## config.mk

```make
export PLATFORM = sky130hd
export DESIGN_NAME = interval_timer
export DESIGN_NICKNAME = d
export VERILOG_FILES = /design/src/rtl/tmr_pkg.sv /design/src/rtl/tmr_ctrl.sv /design/src/rtl/tmr_count.sv /design/src/rtl/tmr_outs.sv /design/src/rtl/interval_timer.sv
export SDC_FILE = /design/constraint.sdc
export NUM_CORES = 1
export LEC_CHECK = 0
export ABC_AREA = 1
export CORE_MARGIN = 2
export CORE_UTILIZATION = 35
export CTS_CLUSTER_DIAMETER = 40
export DETAILED_ROUTE_END_ITERATION = 8
export SYNTH_ARGS = -nofsm -noshare
export SYNTH_HDL_FRONTEND = slang
export SYNTH_SLANG_ARGS = --single-unit
```

## constraint.sdc

```tcl
create_clock -name clk -period 3.1 [get_ports clk]
set_clock_uncertainty 0.05 [all_clocks]
set_input_delay 0.62 -clock clk [delete_from_list [all_inputs] [get_ports clk]]
set_output_delay 0.62 -clock clk [all_outputs]
set_load 0.01 [all_outputs]
```

## src/rtl/tmr_pkg.sv

```systemverilog
package tmr_pkg;
    typedef enum logic {
        ST_IDLE = 1'b0,
        ST_RUN  = 1'b1
    } tmr_state_e;
endpackage

```

## src/rtl/tmr_ctrl.sv

```systemverilog
module tmr_ctrl
    import tmr_pkg::*;
#(
    parameter int WIDTH = 8
) (
    input  logic             clk,
    input  logic             rst_n,
    input  logic             trig,
    input  logic             halt,
    input  logic             tick,
    input  logic             astable,
    input  logic [WIDTH-1:0] mask,
    input  logic             combo,
    output logic             run,
    output logic             load,
    output logic             inc
);
    tmr_state_e state, nxt;
    logic start_ok, expire;

    // Trigger is only meaningful when the run could end by feedback or by stop.
    assign start_ok = astable || (mask != '0);
    assign expire   = (state == ST_RUN) && !astable && tick && combo;

    always_ff @(posedge clk or negedge rst_n) begin
        if (!rst_n) state <= ST_IDLE;
        else        state <= nxt;
    end

    always_comb begin
        nxt = state;
        unique case (state)
            ST_IDLE: if (trig && start_ok) nxt = ST_RUN;       // START
            ST_RUN: begin
                if (trig && halt && start_ok) nxt = ST_RUN;    // RESTART
                else if (halt)                nxt = ST_IDLE;   // HALT
                else if (expire)              nxt = ST_IDLE;   // EXPIRE
            end
            default: nxt = ST_IDLE;
        endcase
    end

    always_comb begin
        run  = (state == ST_RUN);
        load = trig && start_ok && ((state == ST_IDLE) || halt);
        inc  = (state == ST_RUN) && tick && !halt && !expire && !load;
    end

    // a stop without a trigger leaves the machine idle.
    p_halt_idle_r5: assert property (@(posedge clk) disable iff (!rst_n)
        (halt && !trig) |=> (state == ST_IDLE));

    // one-shot mode with an empty mask never leaves idle.
    p_mask0_idle_r9: assert property (@(posedge clk) disable iff (!rst_n)
        ((state == ST_IDLE) && !astable && (mask == '0)) |=> (state == ST_IDLE));
endmodule

```

## src/rtl/tmr_count.sv

```systemverilog
module tmr_count #(
    parameter int WIDTH = 8
) (
    input  logic             clk,
    input  logic             rst_n,
    input  logic             load,
    input  logic             inc,
    output logic [WIDTH-1:0] cnt
);
    always_ff @(posedge clk or negedge rst_n) begin
        if (!rst_n)    cnt <= '0;
        else if (load) cnt <= '0;
        else if (inc)  cnt <= cnt + 1'b1;
    end

    // a load leaves the count at zero.
    p_load_zero_r2: assert property (@(posedge clk) disable iff (!rst_n)
        load |=> (cnt == '0));
endmodule

```

## src/rtl/tmr_outs.sv

```systemverilog
module tmr_outs #(
    parameter int WIDTH = 8
) (
    input  logic             run,
    input  logic [WIDTH-1:0] cnt,
    input  logic [WIDTH-1:0] mask,
    output logic [WIDTH-1:0] outs,
    output logic             combo
);
    logic [WIDTH-1:0] term;

    for (genvar k = 0; k < WIDTH; k++) begin : g_bit
        assign outs[k] = run ? cnt[k] : 1'b1;
        assign term[k] = outs[k] | ~mask[k];   // unselected lines pull nothing low
    end

    assign combo = &term;
endmodule

```

## src/rtl/interval_timer.sv

```systemverilog
module interval_timer #(
    parameter int WIDTH = 8
) (
    input  logic             clk,
    input  logic             rst_n,
    input  logic             tb_tick,
    input  logic             trig,
    input  logic             halt,
    input  logic [WIDTH-1:0] sel_mask,
    input  logic             astable,
    output logic [WIDTH-1:0] outs,
    output logic             combo
);
    logic             run, load, inc;
    logic [WIDTH-1:0] cnt;

    tmr_ctrl #(.WIDTH(WIDTH)) u_ctrl (
        .clk(clk), .rst_n(rst_n), .trig(trig), .halt(halt), .tick(tb_tick),
        .astable(astable), .mask(sel_mask), .combo(combo),
        .run(run), .load(load), .inc(inc)
    );

    tmr_count #(.WIDTH(WIDTH)) u_count (
        .clk(clk), .rst_n(rst_n), .load(load), .inc(inc), .cnt(cnt)
    );

    tmr_outs #(.WIDTH(WIDTH)) u_outs (
        .run(run), .cnt(cnt), .mask(sel_mask), .outs(outs), .combo(combo)
    );

    // running with no tick and no stop keeps the outputs steady.
    p_hold_r3: assert property (@(posedge clk) disable iff (!rst_n)
        (run && !tb_tick && !halt) |=> $stable(outs));

    // a counting tick advances the outputs by one, modulo 2^WIDTH.
    p_step_r6: assert property (@(posedge clk) disable iff (!rst_n)
        (run && tb_tick && !trig && !halt && (astable || !combo))
        |=> (outs == WIDTH'($past(outs) + 1'b1)));

    // one-shot self-stop on a tick with the combined line high.
    p_expire_r8: assert property (@(posedge clk) disable iff (!rst_n)
        (run && !astable && tb_tick && combo && !halt) |=> (!run && (outs == '1)));

    // trigger beats a simultaneous stop while running.
    p_restart_r4: assert property (@(posedge clk) disable iff (!rst_n)
        (run && trig && halt) |=> (run && (outs == '0)));
endmodule

```

After elaboration in Yosys (flattened, before gate mapping)

Index checks and enable logic that the tools add are counted.

Bits in registers: 9
Input bits: 14
Logic and storage cells: 55

Add/sub/neg operators: 1
Muxes and demuxes: 15
Bitwise logic cells: 17
Reduce and logical (&&, ||, !) cells: 20

Operator list:

| operator                                    | count |
|---|---|
| 2-to-1 mux 8 bit                            | 2 |
| 2-to-1 mux 1 bit                            | 12 |
| logical AND 1 bit                           | 11 |
| inverter 1 bit                              | 9 |
| adder 8 x 1 -> 8 bit, second input constant | 1 |
| OR 1 bit                                    | 8 |
| AND reduction 8 bit                         | 1 |
| nonzero test 8 bit                          | 1 |
| logical NOT 1 bit                           | 4 |
| logical OR 1 bit                            | 2 |
| case mux 1 bit (2 select lines)             | 1 |
| nonzero test 2 bit                          | 1 |

Longest topological paths before layout

Depth after elaboration: 9
Depth in mapped cells: 9
Mapped depth without buffers: 8

By module

From an unflattened synthesis, not the netlist that was laid out.

Cells, all modules: 122
Area, all modules: 798.3 µm²

By module, submodules not included:

| module    | instances | cells an instance | area each (µm²) |
|---|---|---|---|
| tmr_count | 1         | 60                | 473.0 |
| tmr_outs  | 1         | 37                | 180.2 |
| tmr_ctrl  | 1         | 25                | 145.1 |

Worst setup path before layout

OpenSTA, ideal clock, no wires.

Kind: input port to output port
Start: input port sel_mask[2]
End: output port combo
Arrival time: 1.239 ns
Required time: 2.430 ns
Setup slack: 1.191 ns
Stages on the path: 3
Buffers on the path: 0
Cell sequence: nand3_1 nand2_1 nor4_1

Word-level cells in the longest chain between the ends: 3

RTL lines:

| item                | RTL line             | text |
|---|---|---|
| start, declared     | interval_timer.sv:9  | `input logic [WIDTH-1:0] sel_mask,` |
| inverter 1 bit      | tmr_outs.sv:14       | `assign term[k] = outs[k] \| ~mask[k];` |
| OR 1 bit            | tmr_outs.sv:14       |  |
| AND reduction 8 bit | tmr_outs.sv:17       | `assign combo = &term;` |
| end, declared       | interval_timer.sv:12 | `output logic combo` |

No other way between the ends.

Final worst setup path

Start: input port sel_mask[3]
End: output port combo

Same word-level chain as after synthesis.

==> results_tabular.tex <==
\begin{tabular}{lr}
\hline
Metric & Value \\
\hline
\multicolumn{2}{l}{\textbf{Power}} \\
Leakage Power & 0.000478 uW \\
Power per cell area & 334 nW/um\^{}2 \\
Worst vdd ir & between 0.0002 and 0.00025 V \\
\multicolumn{2}{l}{\textbf{Synth}} \\
Mean instance size in the synthesized netlist & 7.19 um\^{}2 \\
Yosys top cell by area & sky130\_fd\_sc\_hd\_\_dfrtp\_1 \\
Fraction of synthesized cell area taken by the top area cell type & 29.6\% \\
Post-synth EDFFs & 0 \\
Netlist cell types & 24 \\
Ys Warns & 0 \\
Ranking of synthesized cells by area & sky130\_fd\_sc\_hd\_\_dfrtp\_1 30\%, sky130\_fd\_sc\_hd\_\_nand3\_1 15\%, sky130\_fd\_sc\_hd\_\_nand2\_1 13\% \\
Cells after Synth & 106 \\
Number of flip-flops and latches in the synthesized netlist & 9 \\
Combined area of all synthesized cells & 762 um\^{}2 \\
Top FF cell, synth & sky130\_fd\_sc\_hd\_\_dfrtp\_1 \\
Async SR Flop Fraction & 100\% \\
Seq/Total Area, Yosys & 29.6\% \\
Top cells by count, synth & 27 x sky130\_fd\_sc\_hd\_\_nand2\_1, 23 x sky130\_fd\_sc\_hd\_\_nand3\_1, 11 x sky130\_fd\_sc\_hd\_\_nor2\_1 \\
Net count after synthesis & 121 \\
Most used standard cell by instance count after synthesis & sky130\_fd\_sc\_hd\_\_nand2\_1 \\
\multicolumn{2}{l}{\textbf{Clock network}} \\
TritonCTS Buffers & 3 \\
\# clock sinks & 9 \\
Worst skew pair latency & 0.26 ns \\
Deepest clock path buffer count & 2 \\
Hold buffer count at CTS & 0 \\
H-Tree Depth & 1 \\
Clock slew seen by the registers of the worst setup and hold paths & 0.06 ns \\
Post-CTS setup buffer count & 0 \\
Gates resized, CTS repair & 0 \\
Clock root buffer & sky130\_fd\_sc\_hd\_\_clkbuf\_4 \\
TritonCTS clock tree & yes \\
\multicolumn{2}{l}{\textbf{Floorplanning}} \\
Ports placed on the boundary & 23 \\
Initial core utilization & 38.1\% \\
Std-Cell Rows & 16 \\
Die Width & 50.7 um \\
Full die area & 2570 um\^{}2 \\
Core region area & 2000 um\^{}2 \\
Die Y & 50.7 um \\
\multicolumn{2}{l}{\textbf{Global routing}} \\
Global-route wire length before repair & 3.40 mm \\
Gr usage total & 17.7\% \\
Pin count of the biggest net entering global routing & 18 \\
Via count of the first global-routing pass & 769 \\
Antenna violations before repair & 0 \\
GRT Residual Overflow & 0 \\
\multicolumn{2}{l}{\textbf{Timing}} \\
Final Hold Violating Endpoints & 0 \\
Worst Max-Slew Pin Slew & between 0.5 and 0.6 ns \\
Max Freq & 356 MHz \\
RSZ-0062 raised after global routing & no \\
Final setup vio count & 0 \\
Worst slew slack as a fraction of its limit & 63.6\% \\
Final min period & 2.81 ns \\
Post-route clock period utilization & 90.7\% \\
Setup TNS & 0 ns \\
Final Slew Violations & 0 \\
\multicolumn{2}{l}{\textbf{Cells and area}} \\
Final-stage net count & 145 \\
Post-route cell area & a little over 1000 um\^{}2 \\
FILL cells & $\sim$200 \\
Number of diodes & 0 \\
Ratio of cells with drive above 1 in the final layout & 10.9\% \\
Area grow syn2layout & 32.3\% \\
Post-layout util & 50.4\% \\
\multicolumn{2}{l}{\textbf{Drt}} \\
Number of detailed-route iterations in the first pass & 4 \\
Starting DRT DRC Count & 26 \\
WL/cell & 12.0 um \\
Drt drc & 0 \\
Vias after detailed routing & around 770 \\
Aggregate routed wire length & 1.87 mm \\
Vias per cell & between 4 and 5 \\
Count of nets left with antenna violations after detail routing & 0 \\
\multicolumn{2}{l}{\textbf{Placed design}} \\
Total half-perimeter wirelength after legalization and detailed placement & 1.44 mm \\
Last weighted congestion value of the routability-driven placer & 0.780 \\
Instance area after placement & 982 um\^{}2 \\
Number of I/O port buffers & 22 \\
\multicolumn{2}{l}{\textbf{Setup path}} \\
Required @ worst endpoint & 2.43 ns \\
Data arrival, critical path & roughly 2.1 ns \\
Critical Path Fanout Max & 2 \\
Worst Path Class, Setup & in2out \\
Crit. End Element & output pin \\
Type of origin of the critical path & input port \\
\multicolumn{2}{l}{\textbf{Job}} \\
Number of violations of the max-capacitance limit & 0 \\
\multicolumn{2}{l}{\textbf{Min path}} \\
Class of the tightest hold or removal check & reg2reg \\
\multicolumn{2}{l}{\textbf{Status}} \\
Outcome & completed \\
\hline
\end{tabular}
-- worst paths after layout --
check / start / endpoint / slack (ns) / cells after the start
min in group asynchronous: rst_n / u_count.cnt[5] / 0.61 / 1
max in group asynchronous: rst_n / u_count.cnt[0] / 2.08 / 1
max: sel_mask[3] / combo / 0.29 / 5
max reg2reg: u_ctrl.run / u_count.cnt[4] / 1.37 / 5
min: u_count.cnt[7] / u_count.cnt[7] / 0.49 / 2
min reg2reg: u_count.cnt[7] / u_count.cnt[7] / 0.49 / 2
-- sequential cells by signal, summed over array words and instances, names as in the netlist --
signal	count
u_ctrl.run	1
u_count.cnt	8
-- cells in the final DEF, fill, tap and decap left out, types with 2 or more instances in the layout --
cell / n
sky130_fd_sc_hd__clkbuf_4: 3
sky130_fd_sc_hd__clkdlybuf4s50_1: 22
sky130_fd_sc_hd__dfrtp_1: 9
sky130_fd_sc_hd__inv_1: 10
sky130_fd_sc_hd__nand2_1: 27
sky130_fd_sc_hd__nand3_1: 23
sky130_fd_sc_hd__nand3_2: 2
sky130_fd_sc_hd__nand4_1: 3
sky130_fd_sc_hd__nor2_1: 11
sky130_fd_sc_hd__nor3_4: 2
sky130_fd_sc_hd__xor2_1: 4
-- through the flow --
step                std cells  total power [uW]  setup WS [ns]  hold slack [ns]
floorplan                 106               198           1.19            0.274
CTS                       156               343          0.300            0.495
detailed placement        152               247          0.307            0.481
global route              156               364          0.240            0.535
finish                    156               337          0.287            0.490
global placement          152               247          0.353            0.459
-- final cells by class --
cell class              count  area, um^2  area share, %
flip-flops and latches      9         225           22.3
inverters                  11        41.3           4.09
repair buffers             22         220           21.8
well taps                  27        33.8           3.35
multi-input cells          83         462           45.8
clock buffers               4        26.3           2.61
-- worst max-delay path, cell delays in order --
cell and delay (ns):
sky130_fd_sc_hd__clkdlybuf4s50_1 0.42, sky130_fd_sc_hd__nand3_1 0.09, sky130_fd_sc_hd__nand2_1 0.11, sky130_fd_sc_hd__nor4_1 0.32, sky130_fd_sc_hd__clkdlybuf4s50_1 0.59
-- kinds of logic (layout without fill, tap and decap cells) --
kind of cell / after synthesis / after routing / synth area share, %
AOI/OAI and AO/OA: 3 / 3 / 2.79
xor gates and xnor gates: 4 / 4 / 4.60
adders and majority gates: 1 / 1 / 1.64
buffers and inverters: 14 / 37 / 9.85
DFF: 9 / 9 / 29.6
and+or+nand+nor: 75 / 75 / 51.6
-- metal layers --
metal | vias to the layer above | share of wire [%] | global-route usage [%]
li1 | 394 | - | -
met1 | 347 | 47 | 23.1
met2 | 28 | 45 | 27.4
met3 | 2 | 7.7 | 5.36
met4 | 0 | 0.53 | 6.76
met5 | - | 0 | 0
-- report_power, final --
group | switching, uW | total [uW] | leakage, uW | internal, uW
registers | 10.4 | 132 | 0.000122 | 122
clock network | 43.4 | 93.1 | 0.0000150 | 49.8
logic | 54.7 | 112 | 0.000341 | 57.5
total | 108 | 337 | 0.000478 | 229
Power figures use the tool's default switching activity.
